==> config.mk <==
export PLATFORM = sky130hd
export DESIGN_NAME = runt_detector
export DESIGN_NICKNAME = d
export VERILOG_FILES = /design/src/rtl/runt_pkg.sv /design/src/rtl/runt_seq.sv /design/src/rtl/runt_qual.sv /design/src/rtl/runt_detector.sv
export SDC_FILE = /design/constraint.sdc
export NUM_CORES = 1
export LEC_CHECK = 0
export BUFFER_PORTS_ARGS = -buffer_cell sky130_fd_sc_hd__buf_2
export CORE_ASPECT_RATIO = 1.5
export CORE_MARGIN = 2
export CORE_UTILIZATION = 50
export DETAILED_ROUTE_END_ITERATION = 8
export PLACE_DENSITY = 0.69
export REMOVE_ABC_BUFFERS = 1
export SETUP_SLACK_MARGIN = 0.1
export SYNTH_ARGS = -nofsm -noshare
export SYNTH_HDL_FRONTEND = slang
export SYNTH_SLANG_ARGS = --single-unit
==> constraint.sdc <==
create_clock -name clk -period 3.68 [get_ports clk]
set_input_delay 0.92 -clock clk [delete_from_list [all_inputs] [get_ports clk]]
set_output_delay 0.92 -clock clk [all_outputs]
set_load 0.01 [all_outputs]
==> src/rtl/runt_pkg.sv <==
package runt_pkg;
  typedef enum logic [1:0] {
    ST_WAIT  = 2'd0,  // baseline not yet observed
    ST_BASE  = 2'd1,  // on the baseline side of the first level
    ST_PULSE = 2'd2,  // first level crossed, far level not reached
    ST_FULL  = 2'd3   // far level reached: normal pulse
  } runt_st_e;

  localparam int NUM_LANES = 2;
  localparam int LANE_POS  = 0;
  localparam int LANE_NEG  = 1;
endpackage

==> src/rtl/runt_seq.sv <==
module runt_seq
  import runt_pkg::*;
#(
  parameter int CNT_W = 16
) (
  input  logic             clk,
  input  logic             rst,
  input  logic             arm,
  input  logic             first,
  input  logic             second,
  output logic             ev,
  output logic [CNT_W-1:0] len
);
  localparam logic [CNT_W-1:0] CNT_MAX = '1;

  runt_st_e         state;
  logic [CNT_W-1:0] cnt;

  always_ff @(posedge clk) begin
    if (rst || !arm) begin
      state <= ST_WAIT;
      cnt   <= '0;
    end else begin
      case (state)
        ST_WAIT: if (!first) state <= ST_BASE;
        ST_BASE: begin
          if (first) begin
            if (second) begin
              state <= ST_FULL;
            end else begin
              state <= ST_PULSE;
              cnt   <= {{(CNT_W-1){1'b0}}, 1'b1};
            end
          end
        end
        ST_PULSE: begin
          if (second)      state <= ST_FULL;
          else if (!first) state <= ST_BASE;
          else if (cnt != CNT_MAX) cnt <= cnt + 1'b1;
        end
        ST_FULL: if (!first) state <= ST_BASE;
        default: state <= ST_WAIT;
      endcase
    end
  end

  assign ev  = arm && (state == ST_PULSE) && !second && !first;
  assign len = cnt;

  // a tracked runt always has a nonzero length
  p_len_nonzero_r6: assert property (@(posedge clk) disable iff (rst)
    (state == ST_PULSE) |-> (cnt != '0));

  // once the far level is reached no runt can be in progress next cycle
  p_no_runt_after_full_r4: assert property (@(posedge clk) disable iff (rst)
    (state == ST_FULL) |=> (state != ST_PULSE));
endmodule

==> src/rtl/runt_qual.sv <==
module runt_qual
  import runt_pkg::*;
#(
  parameter int CNT_W = 16
) (
  input  logic             clk,
  input  logic             rst,
  input  logic             ev_i  [NUM_LANES],
  input  logic [CNT_W-1:0] len_i [NUM_LANES],
  input  logic             tq_en,
  input  logic [CNT_W-1:0] tq_limit,
  input  logic             lq_en,
  input  logic             lq_ok,
  output logic             trig
);
  logic [NUM_LANES-1:0] hit;

  for (genvar g = 0; g < NUM_LANES; g++) begin : g_lane
    assign hit[g] = ev_i[g] && (!tq_en || (len_i[g] > tq_limit))
                            && (!lq_en || lq_ok);
  end

  always_ff @(posedge clk) begin
    if (rst) trig <= 1'b0;
    else     trig <= |hit;
  end

  // a trigger under logic qualification needs the logic state true
  p_logic_gate_r8: assert property (@(posedge clk) disable iff (rst)
    (trig && $past(lq_en)) |-> $past(lq_ok));

  // a trigger under time qualification needs a runt longer than the limit
  p_time_gate_r6: assert property (@(posedge clk) disable iff (rst)
    (trig && $past(tq_en)) |->
      $past((ev_i[LANE_POS] && (len_i[LANE_POS] > tq_limit)) ||
            (ev_i[LANE_NEG] && (len_i[LANE_NEG] > tq_limit))));

  // the trigger lasts a single cycle
  p_single_pulse_r9: assert property (@(posedge clk) disable iff (rst)
    trig |=> !trig);
endmodule

==> src/rtl/runt_detector.sv <==
module runt_detector
  import runt_pkg::*;
#(
  parameter int CNT_W = 16
) (
  input  logic             clk,
  input  logic             rst,
  input  logic             cmp_lo,
  input  logic             cmp_hi,
  input  logic [1:0]       pol_sel,
  input  logic             tq_en,
  input  logic [CNT_W-1:0] tq_limit,
  input  logic             lq_en,
  input  logic             lq_ok,
  output logic             trig
);
  logic             lane_ev  [NUM_LANES];
  logic [CNT_W-1:0] lane_len [NUM_LANES];

  for (genvar g = 0; g < NUM_LANES; g++) begin : g_lane
    logic first_w, second_w;
    if (g == LANE_POS) begin : g_pos
      // rising out of the low region: first = above low, far = above high
      assign first_w  = cmp_lo;
      assign second_w = cmp_hi;
    end else begin : g_neg
      // falling out of the high region: first = below high, far = below low
      assign first_w  = ~cmp_hi;
      assign second_w = ~cmp_lo;
    end

    runt_seq #(.CNT_W(CNT_W)) u_seq (
      .clk    (clk),
      .rst    (rst),
      .arm    (pol_sel[g]),
      .first  (first_w),
      .second (second_w),
      .ev     (lane_ev[g]),
      .len    (lane_len[g])
    );
  end

  runt_qual #(.CNT_W(CNT_W)) u_qual (
    .clk      (clk),
    .rst      (rst),
    .ev_i     (lane_ev),
    .len_i    (lane_len),
    .tq_en    (tq_en),
    .tq_limit (tq_limit),
    .lq_en    (lq_en),
    .lq_ok    (lq_ok),
    .trig     (trig)
  );

  // nothing fires when both lanes were disarmed
  p_pol_gate_r5: assert property (@(posedge clk) disable iff (rst)
    trig |-> ($past(pol_sel) != 2'b00));
endmodule

---- After elaboration in Yosys (flattened, before gate mapping) ----
Index checks and enable logic that the tools add are counted.
cells by class
  reduce and logical (&&, ||, !) cells .... 30
  eq/ne operators ......................... 18
  $add $sub $neg .......................... 2
  magnitude comparators ................... 2
  mux-type cells .......................... 22
operators by type and width
  kind                                                    number
  2-to-1 mux 16 bit                                       10
  case mux 16 bit (2 select lines)                        2
  adder 16 x 1 -> 16 bit (second input constant)          2
  > comparator 16 bit                                     2
  inequality test 16 bit (second input constant)          2
  inequality test 2 bit (second input constant)           8
  2-to-1 mux 2 bit                                        6
  case mux 2 bit (3 select lines)                         2
  AND reduction 6 bit                                     2
  logical AND 1 bit                                       10
  == test 2 bit (second input constant)                   4
  zero test 1 bit                                         6
  OR reduction 2 bit                                      3
  logical OR 1 bit                                        5
  == test 2 x 1 -> 1 bit (second input constant)          2
  zero test 2 bit                                         2
  inequality test 2 x 1 -> 1 bit (second input constant)  2
  nonzero test 2 bit                                      2
  2-to-1 mux 1 bit                                        2
storage, ports and cells
  register bits ........................... 37
  word-level logic and storage cells ...... 79
  output and inout bits ................... 1

---- Logic depth before layout (Yosys ltp) ----
Gate-level depths: netlist of the first run.
  word-level depth ........................ 7
  mapped depth ............................ 10
  mapped depth without buffers ............ 7

---- Cells and area by module ----
A second synthesis of the first run with hierarchy kept.
second synthesis, totals
  cell total of the unflattened synthesis .. 410
  area, all modules ....................... 3313.2 µm²
by module, submodules not included
  module         times used  area each (µm²)  cells each  seq. area each (µm²)
  runt_seq       2           1249.9           151         360.3
  runt_qual      1           805.8            106         20.0
  runt_detector  1           7.5              2           0.0

---- Worst setup path before layout of the first run ----
No wires, ideal clock.
  path kind ............................... in2reg
  from .................................... input port tq_limit[14]
  to ...................................... register u_qual.trig
  stages on the path ...................... 7
  setup slack ............................. 1.136 ns
  arrival ................................. 2.417 ns
  buffers on the path ..................... 0
  setup time .............................. 0.128 ns
  cells stage by stage .................... inv_1 ha_1 nand4_1 or4_1 or3_1 nand3_1 o22ai_1
on the way
  cells in the longest elaborated chain, start to end .. 5
ends and longest elaborated chain
  item                    RTL line             text
  from (decl)             runt_detector.sv:12  input logic [CNT_W-1:0] tq_limit,
  > comparator 16 bit     runt_qual.sv:19      assign hit[g] = ev_i[g] && (!tq_en || (len_i[g] > tq_limit))
  logical OR 1 bit        runt_qual.sv:19
  logical AND 1 bit       runt_qual.sv:19
  logical AND 1 bit       runt_qual.sv:20      && (!lq_en || lq_ok);
  OR reduction 2 bit (*)  runt_qual.sv:25      else trig <= |hit;
  to (signal assigned)    runt_qual.sv:25
  to (decl)               runt_qual.sv:14      output logic trig
Mark *: on every way between the ends. The rest lies on a longest branch, timed or not.
A chain may end at the register's enable or synchronous reset.

---- Final worst setup path of the first run ----
Ends and elaborated chain as after synthesis.

==> reports/metrics.yaml, run 1 <==
place:
  place_hpwl_um: 4800
  port_buffers: 25
  place_congestion: 0.872
  dp.cells: 424
  postPlaceCellArea_mm2: 0.00287
clock_network:
  htree_levels: 2
  cts_tree: "yes"
  clock_latency_ns: 0.29
  cts_hold_buf: 0
  cts_root_buf: "clkbuf_8"
  cts_resized: 0
  cts_post_setup_buffers_inserted: 0
  clock-sinks: 37
  clockBufferDepth: 2
  cts_made_buffers: 5
  clk_pin_slew_ns: 0.08
floorplanning:
  die_x_um: 63.7
  core_mm2: 0.00516
  fp-row-count: 32
  initial_core_util: 0.518
  die-area_mm2: 0.00597
  die_h_um: 93.6
  pin_count: 26
layout:
  syn2layout_area_growth_pct: 10.8
  final_cell_mix: "38 x ha_1, 37 x dfxtp_1, 27 x inv_1, 27 x nand2_1, 27 x a21oi_1"
  layout-drive-gt1-share: 0.113
  layout_commonest_cell: "ha_1"
  antenna_cells: 0
  stdcell_count: 432
  fin_area_mm2: 0.00297
  fin_nets: 426
power:
  combinationalPowerShare: 0.100
  peakVddDrop_uv: 171
  finalPower_mw: 0.796
  p_clk_frac: 0.393
  p_per_area_mw_per_mm2: 268
  p_leak_nw: 1.22
  p_int_mw: 0.604
  swShare: 0.241
  p_sw_mw: 0.192
  p_seq_frac: 0.507
sta:
  clock_skew_ns: 0.00688
  worst_pin_slew_ns: 0.661
  clock.fmax_mhz: 410
  fin_crit_ns: 2.44
  holdWs_ns: 0.525
  setup_tns_ns: 0
  maxSlewViolCount: 0
  slew-limit-headroom: 0.556
  setup_violations: 0
  min_period_over_period: 0.663
  finalHoldViolCount: 0
  rsz0062_at_grt: "no"
critical_path:
  rr_endpoint: "g_lane[0].u_seq.len[13]"
  worstPathArrival_ns: 2.61
  rrSetupSlack_ns: 1.30
  worstSetupStartpointType: "primary input"
  rr_startpoint: "g_lane[0].u_seq.state[1]"
  crit_type: "primary input to flop"
  startpoint: "tq_limit[14]"
  crit_end: "u_qual.trig"
  reg2reg_depth: 6
  cp-end-kind: "flop"
  required_ns: 3.85
  cp_max_fo: 3
grt:
  grt_max_degree: 17
  grt_pass1_vias: 2433
  grt_pass1_wl_um: 10500
  antenna_found_initial: 0
  gr-usage-all-layers: 0.222
  grt-ovfl-total: 0
synth:
  syn_area_mm2: 0.00268
  yosysSeqAreaShare: 0.277
  yosysWarnings: 0
  synth-edff-count: 0
  syn_inst: 338
  ys_top_cells_by_area: "dfxtp_1 28%, ha_1 18%, a21oi_1 5.0%, inv_1 3.8%, nand2_1 3.8%"
  synth_cell_types: 43
  synth-seq-cells: 37
  synth_top_area_frac: 0.277
  syn_avg_cell_area_um2: 7.92
  synthArstFlopShare: 0
  synth_area_leader_cell: "dfxtp_1"
  synth_ff_type: "dfxtp_1"
outcome:
  status: "complete, no violations"
route:
  drtIter0Drc: 152
  avgRoutedWirePerCell_um: 14.0
  drc: 0
  via_per_inst: 5.75
  vias: 2485
  antenna_left: 0
  wl_um: 6030
  dr.pass1.iters: 4
hold_path:
  hold_class: "flop to flop"
  hold_depth: 2
job:
  maxCapViolCount: 0
[cells by family after synthesis]
kind of cell    count (synthesis)  synth area share
compound gates                 74             0.168
xor+xnor                       12            0.0393
fa+ha+maj                      38             0.178
buf+inv                        38            0.0570
flops                          37             0.277
mux                             1           0.00374
simple gates                  138             0.277
[metrics by stage]
stage	utilization	setup slack [ns]
finish	0.574	1.24
global route	0.574	1.06
CTS	0.574	1.24
detailed placement	0.555	0.934
global placement	0.555	0.986
floorplan	-	1.10
[how the worst min path moves through the flow]
stage | end | from | slack, ns
after floorplan | g_lane[0].u_seq.len[14] | g_lane[0].u_seq.len[14] | 0.47
after global placement | g_lane[0].u_seq.len[0] | g_lane[0].u_seq.len[0] | 0.50
after detailed placement | g_lane[0].u_seq.len[14] | g_lane[0].u_seq.len[14] | 0.51
after CTS | g_lane[0].u_seq.len[0] | g_lane[0].u_seq.len[0] | 0.53
after global routing | g_lane[1].u_seq.len[9] | g_lane[1].u_seq.len[9] | 0.56
final | g_lane[1].u_seq.len[9] | g_lane[1].u_seq.len[9] | 0.53
[metal layers]
layer  GRT usage  vias to the layer above  part of all wire
met4       0.103                        0             0.027
met5           0                        -                 0
met2       0.399                       31              0.52
met3      0.0397                       13             0.022
met1       0.251                     1153              0.43
li1            -                     1288                 -
[critical path, stage by stage]
cell     delay (ns)
buf_2          0.07
inv_1          0.05
ha_1           0.32
nand4_1        0.15
or4_1          0.56
or3_1          0.38
nand3_1        0.08
o22ai_1        0.07
[flip-flops by register name, indices dropped and copies added (netlist names)]
name and cells:
g_lane.u_seq.len 32, g_lane.u_seq.state 4, u_qual.trig 1
[Yosys cell counts, types with 4 or more instances]
library cell	instances
ha_1	38
dfxtp_1	37
a21oi_1	27
inv_1	27
nand2_1	27
nor2_1	22
nand3_1	17
o21ai_0	16
nand4_1	13
nor3_1	11
o211ai_1	10
or3_1	10
or4_1	10
xnor2_1	8
and3_1	5
buf_2	5
clkbuf_1	5
nand2b_1	5
nor4_1	5
and4_1	4
nor2b_1	4
xor2_1	4
[power groups by stage]
stage / clock (mW) / sequential, mW / combinational (mW)
after floorplan: 0 / 0.413 / 0.0480
after global placement: 0 / 0.413 / 0.0787
after detailed placement: 0 / 0.413 / 0.0800
after CTS: 0.323 / 0.404 / 0.0806
after global routing: 0.339 / 0.404 / 0.0919
final: 0.313 / 0.404 / 0.0798
[area by class of cell]
class | instances | area (um2)
well taps | 68 | 85.1
flip-flops and latches | 37 | 741
fillers | 503 | 2200
multi-input cells | 263 | 1780
inverters | 27 | 101
clock buffers | 7 | 96.3
repair buffers | 29 | 155
clock inverters | 1 | 5.00
Note: power is estimated with default switching activity, not from simulation.
==> run 2: changes to the inputs <==
==> constraint.sdc (replaced) <==
create_clock -name clk -period 2.4 [get_ports clk]
set_input_delay 0.6 -clock clk [delete_from_list [all_inputs] [get_ports clk]]
set_output_delay 0.6 -clock clk [all_outputs]
set_load 0.01 [all_outputs]
==> run 2 against run 1 <==
Against the previous run:
- power rose by 48%
- design area rose by 2.1%
- final cell count rose by 2.1%
- critical path depth fell by 2
- hold slack improved by 0.0016 ns
- clock power rose by 36%
- non-clock buffer count rose by 9
- clock skew rose by 0.00066 ns
- critical path type is now flop to flop
- critical endpoint is now g_lane[1].u_seq.len[15]
==> reports/metrics.yaml, run 2 (same netlist as run 1, synthesis figures left out) <==
critical_path:
  path_buf_inv: 1  # was 2
  worstSetupStartpointType: "flop"  # was primary input
  worstPathArrival_ns: 2.34  # was 2.61 ns
  required_ns: 2.62  # was 3.85 ns
  cpMaxStageDelayCell: "or4_1"  # unchanged
  cp_top_family: "simple AND/OR/NAND/NOR gates"  # unchanged
  cp_cell_sequence: "inv_1 -> ha_1 -> o21ai_2 -> or4_1 -> or3_1 -> a21oi_1"  # was buf_2 -> inv_1 -> ha_1 -> nand4_1 -> or4_1 -> or3_1 -> nand3_1 -> o22ai_1
  cp_max_fo: 10  # was 3
  cp_slowest_stage_delay_ns: 0.69  # was 0.56 ns
  cp-end-kind: "flop"  # unchanged
  crit_type: "flop to flop"  # was primary input to flop
sta:
  clock.fmax_mhz: 472
  slew-limit-headroom: 0.728  # was 0.556
  min_period_over_period: 0.882
  rsz0062_at_grt: "no"  # unchanged
  maxSlewViolCount: 0  # unchanged
  fin_crit_ns: 2.12
  finalHoldViolCount: 0  # unchanged
  setup_violations: 0  # unchanged
  setup_tns_ns: 0  # unchanged
  worst_pin_slew_ns: 0.408  # was 0.661 ns
  clock_skew_ns: 0.00754  # was 0.00688 ns
layout:
  final_cell_mix: "38 x ha_1, 37 x dfxtp_1, 27 x inv_1, 27 x nand2_1, 27 x a21oi_1"  # unchanged
  syn2layout_area_growth_pct: 13.1  # was 10.8%
  largest_register_ffs: 32  # unchanged
  fin_nets: 435  # was 426
  layout-drive-gt1-share: 0.131  # was 0.113
  stdcell_count: 441  # was 432
  layout_commonest_cell: "ha_1"  # unchanged
  antenna_cells: 0  # unchanged
route:
  via_per_inst: 5.74  # was 5.75
  drc: 0  # unchanged
  vias: 2533  # was 2485
  drtIter0Drc: 164  # was 152
  dr.pass1.iters: 4  # unchanged
  antenna_left: 0  # unchanged
  avgRoutedWirePerCell_um: 14.1  # was 14.0 um
  wl_um: 6210  # was 6030 um
floorplanning:
  die_h_um: 93.6  # unchanged
  die_x_um: 63.7  # unchanged
  pin_count: 26  # unchanged
  die-area_mm2: 0.00597  # unchanged
  fp-row-count: 32  # unchanged
  core_mm2: 0.00516  # unchanged
  initial_core_util: 0.518  # unchanged
clock_network:
  clock-sinks: 37  # unchanged
  clk_pin_slew_ns: 0.08  # about the same
  cts_resized: 0  # unchanged
  clock_latency_ns: 0.29  # about the same
  cts_made_buffers: 5  # unchanged
  cts_tree: "yes"  # unchanged
  htree_levels: 2  # unchanged
  cts_root_buf: "clkbuf_8"  # unchanged
  cts_post_setup_buffers_inserted: 0  # unchanged
  cts_hold_buf: 0  # unchanged
  clockBufferDepth: 2  # unchanged
hold_path:
  hold_class: "flop to flop"  # unchanged
grt:
  grt_pass1_wl_um: 10600  # was 10500 um
  grt_pass1_vias: 2454  # was 2433
  grt_max_degree: 17  # unchanged
  antenna_found_initial: 0  # unchanged
  grt-ovfl-total: 0  # unchanged
  gr-usage-all-layers: 0.225  # was 0.222
place:
  place_hpwl_um: 5050  # was 4800 um
  dp.cells: 433  # was 424
  place_congestion: 0.827  # was 0.872
  port_buffers: 25  # unchanged
power:
  p_clk_frac: 0.362  # was 0.393
  p_seq_frac: 0.526  # was 0.507
  p_per_area_mw_per_mm2: 389  # was 268 mW/mm2
  p_leak_nw: 1.25  # was 1.22 nW
  peakVddDrop_uv: 297  # was 171 uV
  combinationalPowerShare: 0.112  # was 0.100
  p_sw_mw: 0.302  # was 0.192 mW
  p_int_mw: 0.875  # was 0.604 mW
  swShare: 0.257  # was 0.241
outcome:
  status: "complete, no violations"  # unchanged
job:
  maxCapViolCount: 0  # unchanged
[run 2: cell types whose count changed in the layout (fill, tap and decap cells not counted)]
cell and delta:
clkbuf_1 +1, clkbuf_8 -2, buf_4 +8, buf_12 +1
clkinv_2 +1
[run 2: power groups by stage]
stage	Combinational [mW]	Sequential, mW	Clock [mW]
2_1_floorplan	0.0736	0.633	0
3_3_place_gp	0.129	0.633	0
3_5_place_dp	0.132	0.633	0
4_1_cts	0.132	0.619	0.439
5_1_grt	0.149	0.619	0.465
6_report	0.131	0.619	0.426
[run 2: layer usage]
| layer | part of all wire | vias up | GRT usage |
|---|---|---|---|
| li1 | - | 1306 | - |
| met1 | 0.41 | 1173 | 0.246 |
| met2 | 0.53 | 44 | 0.422 |
| met3 | 0.038 | 10 | 0.0433 |
| met4 | 0.019 | 0 | 0.0797 |
| met5 | 0 | - | 0 |
[run 2: path summary, 6_finish.rpt]
check | slack, ns | start | end | depth (start not counted)
max | 0.28 | g_lane[1].u_seq.state[0] | g_lane[1].u_seq.len[15] | 6
min | 0.53 | g_lane[0].u_seq.len[14] | g_lane[0].u_seq.len[14] | 2
max reg2reg | 0.28 | g_lane[1].u_seq.state[0] | g_lane[1].u_seq.len[15] | 6
min reg2reg | 0.53 | g_lane[0].u_seq.len[14] | g_lane[0].u_seq.len[14] | 2
[run 2: worst register-to-register path, delay by kind of cell, from the launching register on]
family	cells	cell delay, ns
AOI/OAI and AO/OA	2	0.25
adders and majority gates	1	0.30
buffers and inverters	1	0.10
DFF	1	0.32
and+or+nand+nor	2	1.09
[run 2: area by class of cell]
type                            instances  area (um2)
Clock buffer                            6        72.6
Clock inverter                          2        10.0
Fill cell                             468        2140
Inverter                               27         101
Multi-Input combinational cell        263        1780
Sequential cell                        37         741
Tap cell                               68        85.1
Timing Repair Buffer                   38         235
[run 2: metrics by stage]
step           total power, mW  setup WS, ns  utilization  area (um2)  hold WS, ns
2_1_floorplan            0.706         0.138            -        2630        0.470
3_3_place_gp             0.762        0.0454        0.570        2950        0.502
3_5_place_dp             0.765      -0.00499        0.570        2950        0.509
4_1_cts                   1.19         0.278        0.586        3030        0.521
5_1_grt                   1.23         0.110        0.586        3030        0.551
6_report                  1.18         0.282        0.586        3030        0.527
